File: src/rtl/pmx_pkg.sv
package pmx_pkg;
  localparam int DW       = 32;
  localparam int AW       = 8;
  localparam int NUM_PINS = 5;
  localparam int MAX_LVL  = 4;
  localparam int MAX_EXPR = 3;
  localparam int MAX_DESC = 3;
  localparam int NSRC     = 5;
  localparam int CODE_W   = $clog2(MAX_LVL + 1);

  localparam logic [AW-1:0] OFF_SYS   = 8'h3C;
  localparam logic [AW-1:0] OFF_A     = 8'h80;
  localparam logic [AW-1:0] OFF_B     = 8'h84;
  localparam logic [AW-1:0] OFF_E     = 8'h90;
  localparam logic [AW-1:0] OFF_STRAP = 8'h70;

  localparam logic [2:0] SRC_SYS   = 3'd0;
  localparam logic [2:0] SRC_A     = 3'd1;
  localparam logic [2:0] SRC_B     = 3'd2;
  localparam logic [2:0] SRC_E     = 3'd3;
  localparam logic [2:0] SRC_STRAP = 3'd4;

  typedef struct packed {
    logic          used;
    logic [2:0]    src;
    logic [DW-1:0] mask;
    logic [DW-1:0] val;   // right-aligned compare value
  } desc_t;

  function automatic desc_t mk(logic [2:0] src, logic [DW-1:0] mask, logic [DW-1:0] val);
    desc_t r;
    r.used = 1'b1;
    r.src  = src;
    r.mask = mask;
    r.val  = val;
    return r;
  endfunction

  function automatic int lsb_pos(logic [DW-1:0] mask);
    int pos = 0;
    for (int i = DW - 1; i >= 0; i--)
      if (mask[i]) pos = i;
    return pos;
  endfunction

  function automatic int pin_levels(int p);
    return (p < 4) ? 2 : 1;
  endfunction

  function automatic logic is_rw_off(logic [AW-1:0] a);
    return (a == OFF_SYS) || (a == OFF_A) || (a == OFF_B) || (a == OFF_E);
  endfunction

  // Condition table: pin, level, OR-term, AND-descriptor
  function automatic desc_t desc_at(int p, int l, int e, int d);
    desc_t r;
    r = '0;
    case (p)
      0: if (l < 2 && e == 0)
           case (d)
             0: r = mk(SRC_SYS, 32'h0000_0008, 32'd1);
             1: r = mk(SRC_A,   32'h0000_8000, 32'd1);
             2: r = mk(SRC_E,   32'h8000_0000, (l == 0) ? 32'd0 : 32'd1);
             default: r = '0;
           endcase
      1: if (l == 0)
           case (d)
             0: r = mk(SRC_E, 32'h0000_0030, 32'(e + 1));
             1: r = mk(SRC_B, 32'h0002_0000, 32'd1);
             default: r = '0;
           endcase
         else if (l == 1 && e == 0 && d == 0)
           r = mk(SRC_B, 32'h0002_0000, 32'd1);
      2, 3: if (l == 0 && e == 0)
           case (d)
             0: r = mk(SRC_E, 32'h0000_0030, 32'd3);
             1: r = mk(SRC_B, (p == 2) ? 32'h0040_0000 : 32'h0080_0000, 32'd1);
             default: r = '0;
           endcase
         else if (l == 1 && e == 0 && d == 0)
           r = mk(SRC_B, (p == 2) ? 32'h0040_0000 : 32'h0080_0000, 32'd1);
      4: if (l == 0 && d == 0) begin
           if (e == 0) r = mk(SRC_A, 32'h0000_1000, 32'd1);
           else if (e == 1) r = mk(SRC_STRAP, 32'h0000_4000, 32'd1);
         end
      default: r = '0;
    endcase
    return r;
  endfunction
endpackage

File: src/rtl/pmx_regbank.sv
module pmx_regbank
  import pmx_pkg::*;
(
  input  logic                clk,
  input  logic                rst_n,
  input  logic [DW-1:0]       strap_in,
  input  logic                wr_en,
  input  logic [AW-1:0]       addr,
  input  logic [DW-1:0]       wdata,
  output logic [DW-1:0]       rd_data,
  output logic [NSRC*DW-1:0]  src_words
);
  logic [DW-1:0] sys_q, a_q, b_q, e_q, strap_q;

  always_ff @(posedge clk) begin
    if (!rst_n) begin
      sys_q   <= '0;
      a_q     <= '0;
      b_q     <= '0;
      e_q     <= '0;
      strap_q <= strap_in;
    end else if (wr_en) begin
      if (addr == OFF_SYS) sys_q <= wdata;
      if (addr == OFF_A)   a_q   <= wdata;
      if (addr == OFF_B)   b_q   <= wdata;
      if (addr == OFF_E)   e_q   <= wdata;
    end
  end

  always_comb begin
    case (addr)
      OFF_SYS:   rd_data = sys_q;
      OFF_A:     rd_data = a_q;
      OFF_B:     rd_data = b_q;
      OFF_E:     rd_data = e_q;
      OFF_STRAP: rd_data = strap_q;
      default:   rd_data = '0;
    endcase
  end

  assign src_words = {strap_q, e_q, b_q, a_q, sys_q};
endmodule

File: src/rtl/pmx_desc_match.sv
module pmx_desc_match
  import pmx_pkg::*;
#(
  parameter logic [DW-1:0] MASK = 32'h1,
  parameter logic [DW-1:0] VAL  = 32'h1
) (
  input  logic [DW-1:0] word,
  output logic          hit
);
  localparam int            SHIFT = lsb_pos(MASK);
  localparam logic [DW-1:0] POSV  = VAL << SHIFT;

  assign hit = ((word & MASK) == POSV);
endmodule

File: src/rtl/pmx_pin_resolve.sv
module pmx_pin_resolve
  import pmx_pkg::*;
#(
  parameter int PIN = 0
) (
  input  logic [NSRC*DW-1:0] src_words,
  output logic [CODE_W-1:0]  code
);
  localparam int NLVL = pin_levels(PIN);

  logic [MAX_LVL-1:0] lvl_hit;
  logic               unused_words;
  assign unused_words = ^src_words;

  for (genvar l = 0; l < MAX_LVL; l++) begin : g_lvl
    logic [MAX_EXPR-1:0] expr_hit;
    for (genvar e = 0; e < MAX_EXPR; e++) begin : g_expr
      logic [MAX_DESC-1:0] d_hit;
      for (genvar d = 0; d < MAX_DESC; d++) begin : g_desc
        localparam desc_t D = desc_at(PIN, l, e, d);
        if (D.used) begin : g_on
          pmx_desc_match #(.MASK(D.mask), .VAL(D.val)) u_match (
            .word (src_words[int'(D.src)*DW +: DW]),
            .hit  (d_hit[d])
          );
        end else begin : g_off
          assign d_hit[d] = 1'b1;
        end
      end
      localparam desc_t D0 = desc_at(PIN, l, e, 0);
      if (D0.used) begin : g_term
        assign expr_hit[e] = &d_hit;
      end else begin : g_noterm
        assign expr_hit[e] = 1'b0;
      end
    end
    assign lvl_hit[l] = |expr_hit;
  end

  always_comb begin
    code = CODE_W'(NLVL);
    for (int l = MAX_LVL - 1; l >= 0; l--)
      if (lvl_hit[l]) code = CODE_W'(l);
  end
endmodule

File: src/rtl/pmx_resolver.sv
module pmx_resolver
  import pmx_pkg::*;
(
  input  logic                         clk,
  input  logic                         rst_n,
  input  logic [31:0]                  strap_in,
  input  logic                         wr_en,
  input  logic [7:0]                   addr,
  input  logic [31:0]                  wdata,
  output logic [31:0]                  rd_data,
  output logic [14:0]                  pin_sel
);
  logic [NSRC*DW-1:0] src_words;

  pmx_regbank u_regs (
    .clk       (clk),
    .rst_n     (rst_n),
    .strap_in  (strap_in),
    .wr_en     (wr_en),
    .addr      (addr),
    .wdata     (wdata),
    .rd_data   (rd_data),
    .src_words (src_words)
  );

  for (genvar p = 0; p < NUM_PINS; p++) begin : g_pin
    pmx_pin_resolve #(.PIN(p)) u_pin (
      .src_words (src_words),
      .code      (pin_sel[p*CODE_W +: CODE_W])
    );
  end
endmodule

File: config.mk
export PLATFORM = sky130hd
export DESIGN_NAME = pmx_resolver
export DESIGN_NICKNAME = d
export VERILOG_FILES = /design/src/rtl/pmx_pkg.sv /design/src/rtl/pmx_regbank.sv /design/src/rtl/pmx_desc_match.sv /design/src/rtl/pmx_pin_resolve.sv /design/src/rtl/pmx_resolver.sv
export SDC_FILE = /design/constraint.sdc
export NUM_CORES = 1
export LEC_CHECK = 0
export BUFFER_PORTS_ARGS = -buffer_cell sky130_fd_sc_hd__buf_2
export CORE_UTILIZATION = 30
export DETAILED_ROUTE_END_ITERATION = 10
export PLACE_DENSITY = 0.47
export SLEW_MARGIN = 5
export SYNTH_ARGS = -nofsm -noshare
export SYNTH_HDL_FRONTEND = slang
export SYNTH_SLANG_ARGS = --single-unit
File: constraint.sdc
create_clock -name clk -period 1.4 [get_ports clk]
set_input_delay 0.07 -clock clk [delete_from_list [all_inputs] [get_ports clk]]
set_output_delay 0.07 -clock clk [all_outputs]
set_load 0.01 [all_outputs]
==> results of run 1 <==
-- through the flow --
| stage | hold slack [ps] | cell area, um^2 | power, uW |
|---|---|---|---|
| final | 161.6 | 9097 | 9936 |
| after floorplan | 168.9 | 6559 | 5108 |
| after global placement | 246.9 | 7604 | 5372 |
| after global routing | 165.8 | 9097 | 10300 |
| after CTS | 149.2 | 9027 | 10050 |
| after detailed placement | 248.1 | 7604 | 5369 |
-- layout make-up --
| class | count | area [um^2] | share of cell area, % |
|---|---|---|---|
| multi-input cells | 483 | 2760 | 30.34 |
| flip-flops and latches | 160 | 3552 | 39.05 |
| clock buffers | 17 | 425.4 | 4.676 |
| clock inverters | 15 | 150.1 | 1.650 |
| well taps | 275 | 344.1 | 3.782 |
| repair buffers | 226 | 1847 | 20.30 |
| inverters | 4 | 18.77 | 0.2063 |
-- critical path, stage by stage, from the launching register on --
cell and delay (ps):
dfxtp_2 320, mux2_2 250, a222oi_1 380, nand2_1 120
buf_2 160
-- synthesized netlist by cell type (4+ instances only) --
library cell  instances
o2bb2ai_1             4
edfxtp_1             32
a22oi_1               6
o21ai_0             119
buf_1                 8
a222oi_1             27
mux2i_1               4
nand2_1             128
o21ai_1               9
inv_1                 4
clkbuf_1             38
mux2_2               28
dfxtp_1             128
nand3_1             128
buf_2                11
buf_4                 7
-- sequential cells by signal (all words and copies together), names as in the netlist --
signal          flops
u_regs.a_q         32
u_regs.e_q         32
u_regs.b_q         32
u_regs.strap_q     32
u_regs.sys_q       32
-- power by group through the flow --
| stage | clock network, uW | registers (uW) | logic [uW] |
|---|---|---|---|
| final | 4530 | 4810 | 591 |
| after global routing | 4830 | 4820 | 644 |
| after CTS | 4640 | 4820 | 592 |
| after detailed placement | 0 | 4920 | 448 |
| after global placement | 0 | 4920 | 450 |
| after floorplan | 0 | 4900 | 206 |
-- final timing paths --
| check | to | slack [ps] | cells after the start |
|---|---|---|---|
| setup / recovery | rd_data[4] | -310 | 4 |
| hold / removal | u_regs.sys_q[10]$_SDFFE_PN0P_ | 160 | 4 |
| setup reg to reg | u_regs.e_q[5]$_SDFFE_PN0P_ | 660 | 3 |
| hold reg to reg | u_regs.sys_q[27]$_SDFFE_PN0P_ | 450 | 2 |
-- metal layers --
layer	vias to the layer above	global-route usage, %	routed length (um)	part of all wire, %
met1	2646	23.57	9332	50
met5	-	0	0	0
met3	8	3.272	710	3.8
met2	117	27.71	8569	46
li1	2910	-	-	-
met4	0	4.286	136	0.73
-- what timing repair did --
item / CTS / global route
cloned: 2 / 0
hold buffers: 64 / 0
pin swaps: 52 / 12
hold endpoints to repair: 158 / 0
buffers inserted: 6 / 0
resized for setup: 27 / 28
setup endpoints to repair: 33 / 33
-- kinds of logic after synthesis --
group,count (synthesis),synth area share (%)
buffers and inverters,73,5.204
DFF,160,54.08
muxes,32,5.454
AOI/OAI and AO/OA,167,15.36
other,1,0.05756
and+or+nand+nor,278,19.84
==> results.cfg, run 1 <==
[detailed_routing]
postRouteAntennaNets = 0
vias_per_cell = 4.814
wl_per_cell_um = 15.89
drt_first_pass_iters = 5
finalWirelength_mm = 18.75
num_vias = 5681
initialDrtViolationCount = 471
drc = 0

[cells_and_area]
area_growth_pct = 39.64
final_common_cell = nand3_1
fin_cells = 1180
finalNetCount = 967
fin_util_pct = 43.01
layout_common_cells = nand3_1, nand2_1, buf_2
diodes = 0
drive_gt1_share_pct = 29.06
final.fill_count = 2090

[clocking]
cts_max_level = 4
clkTransAtPathRegs_ps = 70
cts_max_path_buffers = 2
cts_buffers = 17
insertion_delay_ps = 420
tritoncts = built
cts.sinks = 160
cts-root-buf = clkbuf_16

[power_and_ir_drop]
p_comb_share_pct = 5.9
p_clk_share_pct = 45.6
peakVddDrop_uv = 970.3
swShare_pct = 23.78
powerDensity_nw_per_um2 = 1092
seqPwrFrac_pct = 48.5
p_sw_uw = 2363
leakagePower_uw = 0.003662
internal-power_uw = 7573

[synthesis]
syn_inst = 711
synth-seq-cells = 160
syn_avg_cell_area_um2 = 9.163
async_reset_ff_share_pct = 0
yosysWarnings = 0
synth.yosys.seq_area_share_pct = 54.08
yosysUniqueCellTypes = 32
synthFlopType = dfxtp_1
synth_top_area_share_pct = 39.33
yosysTopAreaCell = dfxtp_1
synth_area_leaders = dfxtp_1, edfxtp_1, nand3_1, o21ai_0, nand2_1
netlist_area_um2 = 6515
synth_edf_count = 32

[grt]
grt_overflow = 0
track_usage_pct = 17.22
grt_max_degree = 84
first_global_vias = 5415
grt_pass1_wl_mm = 29.16
antenna_found_initial = 0

[run_status]
outcome = complete, but fails checks
violations = negative setup slack

[sta]
fmax_mhz = 584.2
period_share_pct = 122.3
finalSetupViolCount = 32
tns_ps = -6189
finalHoldViolations = 0
slew_viol_final = 0
period_needed_ps = 1712
worst_slack_ps = -311.6
rsz0062_at_grt = true
clock_skew_ps = 0

[floorplanning]
num_rows = 53
die_h_um = 149.4
initial_core_util_pct = 30.80
ioPinCount = 122
die_w_um = 149.4
die_area_um2 = 22310
coreArea_um2 = 21150

[worst_setup_path]
path_class = reg -> out
startpoint_type = flip-flop
cp.required_ps = 1330
crit_start = u_regs.a_q[4]$_SDFFE_PN0P_
rr_startpoint = u_regs.e_q[5]$_SDFFE_PN0P_
crit_path_end_kind = output port
cp_max_fo = 2
crit_arrival_ps = 1640

[placed_design]
place.gp.congestion = 0.7986
port_buffers = 115
hpwl_mm = 12.21
placed_cells = 1076
place_ws_ps = -191.2

[hold_path]
min_path_type = in -> reg
worstHoldStart = rst_n

[flow_run]
maxCapViolCount = 0
Note: power is estimated with default switching activity, not from simulation.
==> run 2: changes to the inputs <==
CAP_MARGIN = 20   (was default)
SKIP_LAST_GASP = 1   (was default)
==> run 2 against run 1 <==
- the run still ends with negative setup slack left
- register-to-register slack about the same
- largest power group unchanged
- worst setup slack better by 5.6 ps
- combinational power about the same
- total power down 0.12%
- critical endpoint unchanged
- via count up 0.56%
==> results.cfg, run 2 (synthesis results as in run 1) <==
[clocking]
insertion_delay_ps = 420
clkTransAtPathRegs_ps = 70
cts_max_path_buffers = 2
tritoncts = built
cts.sinks = 160
cts_max_level = 4
cts-root-buf = clkbuf_16
cts_buffers = 17

[grt]
antenna_found_initial = 0
first_global_vias = 5420
grt_overflow = 0
track_usage_pct = 17.22
grt_max_degree = 84
grt_pass1_wl_mm = 29.15

[power_and_ir_drop]
report.power.total_uw = 9924
powerDensity_nw_per_um2 = 1095
leakagePower_uw = 0.003646
peakVddDrop_uv = 973.0

[detailed_routing]
num_vias = 5713
drt_first_pass_iters = 5
wl_per_cell_um = 15.85
initialDrtViolationCount = 472
drc = 0
vias_per_cell = 4.842
postRouteAntennaNets = 0
finalWirelength_mm = 18.71

[sta]
finalSetupViolCount = 32
fmax_mhz = 586.2
slew_viol_final = 0
rsz0062_at_grt = true
period_needed_ps = 1706
worst_slack_ps = -306.0
period_share_pct = 121.9
clock_skew_ps = 0
finalHoldViolations = 0

[flow_run]
maxCapViolCount = 0

[worst_setup_path]
path_class = reg -> out
startpoint_type = flip-flop
cp.required_ps = 1330
cp_max_fo = 2
crit_path_end_kind = output port
crit_arrival_ps = 1640

[cells_and_area]
drive_gt1_share_pct = 27.51
layout_common_cells = nand3_1, nand2_1, dfxtp_1
final_common_cell = nand3_1
final.fill_count = 2098
diodes = 0
area_growth_pct = 39.14
fin_util_pct = 42.85
finalNetCount = 967

[floorplanning]
die_w_um = 149.4
initial_core_util_pct = 30.80
ioPinCount = 122
num_rows = 53
coreArea_um2 = 21150
die_h_um = 149.4
die_area_um2 = 22310

[placed_design]
hpwl_mm = 12.21
port_buffers = 115
place.gp.congestion = 0.7986

[hold_path]
min_path_type = in -> reg

[run_status]
violations = negative setup slack
outcome = complete, but fails checks
## run 2: cell count changes in the layout (fill, tap and decap cells not counted)
| cell | previous run | this run |
|---|---|---|
| dfxtp_2 | 23 | 9 |
| mux2_4 | 9 | 5 |
| mux2_2 | 19 | 23 |
| dfxtp_1 | 105 | 119 |
## run 2: layout make-up
cell class	instances	area, um^2	share of cell area (%)
timing repair buffer	226	1847	20.37
tap	275	344.1	3.796
multi-input combinational	483	2745	30.28
clock buffer	17	425.4	4.693
sequential	160	3535	38.99
inverter	4	18.77	0.2070
clock inverter	15	150.1	1.656
## run 2: final timing paths
kind	slack [ps]	cells after the start	start	end
worst max-delay path	-310	4	u_regs.a_q[4]$_SDFFE_PN0P_	rd_data[4]
worst min-delay path	160	4	rst_n	u_regs.sys_q[10]$_SDFFE_PN0P_
worst max register to register	670	3	u_regs.e_q[5]$_SDFFE_PN0P_	u_regs.e_q[5]$_SDFFE_PN0P_
worst min register to register	450	2	u_regs.sys_q[24]$_SDFFE_PN0P_	u_regs.sys_q[24]$_SDFFE_PN0P_
## run 2: metal layers
metal,routed length (um),global-route usage (%)
met2,8542,27.71
met1,9163,23.55
met4,136,4.286
met5,0,0
met3,863,3.272
## run 2: report_power, final
| group | leakage [uW] | switching, uW | total [uW] | internal [uW] |
|---|---|---|---|---|
| sequential | 0.00135 | 31.7 | 4820 | 4780 |
| combinational | 0.00202 | 300 | 589 | 289 |
| clock | 0.000275 | 2020 | 4520 | 2500 |
| total | 0.00365 | 2350 | 9920 | 7570 |
## run 2: stage by stage
stage               cells  TNS [ps]  setup WS, ps  area (um^2)  hold slack [ps]
finish               1180     -6140        -306.0         9065            160.8
global route         1180     -8638        -385.5         9065            165.8
detailed placement   1076     -9594        -191.2         7604            248.1
floorplan             716     -1249        -40.36         6559            168.9
CTS                  1180     -6827        -312.8         9010            149.2
global placement     1076    -10590        -164.9         7604            246.9
## run 2: critical path: stages, from the launching register on
cell and delay, ps:
dfxtp_1 310, mux2_2 250, a222oi_1 380, nand2_1 120
buf_2 160
## run 2: timing repair
item | in CTS | in global routing
buffers inserted | 6 | 0
endpoints found under the setup margin | 33 | 33
gates cloned | 2 | 0
pin swaps | 52 | 12
hold buffers | 64 | 0
resized for setup | 23 | 14
endpoints found under the hold margin | 158 | 0
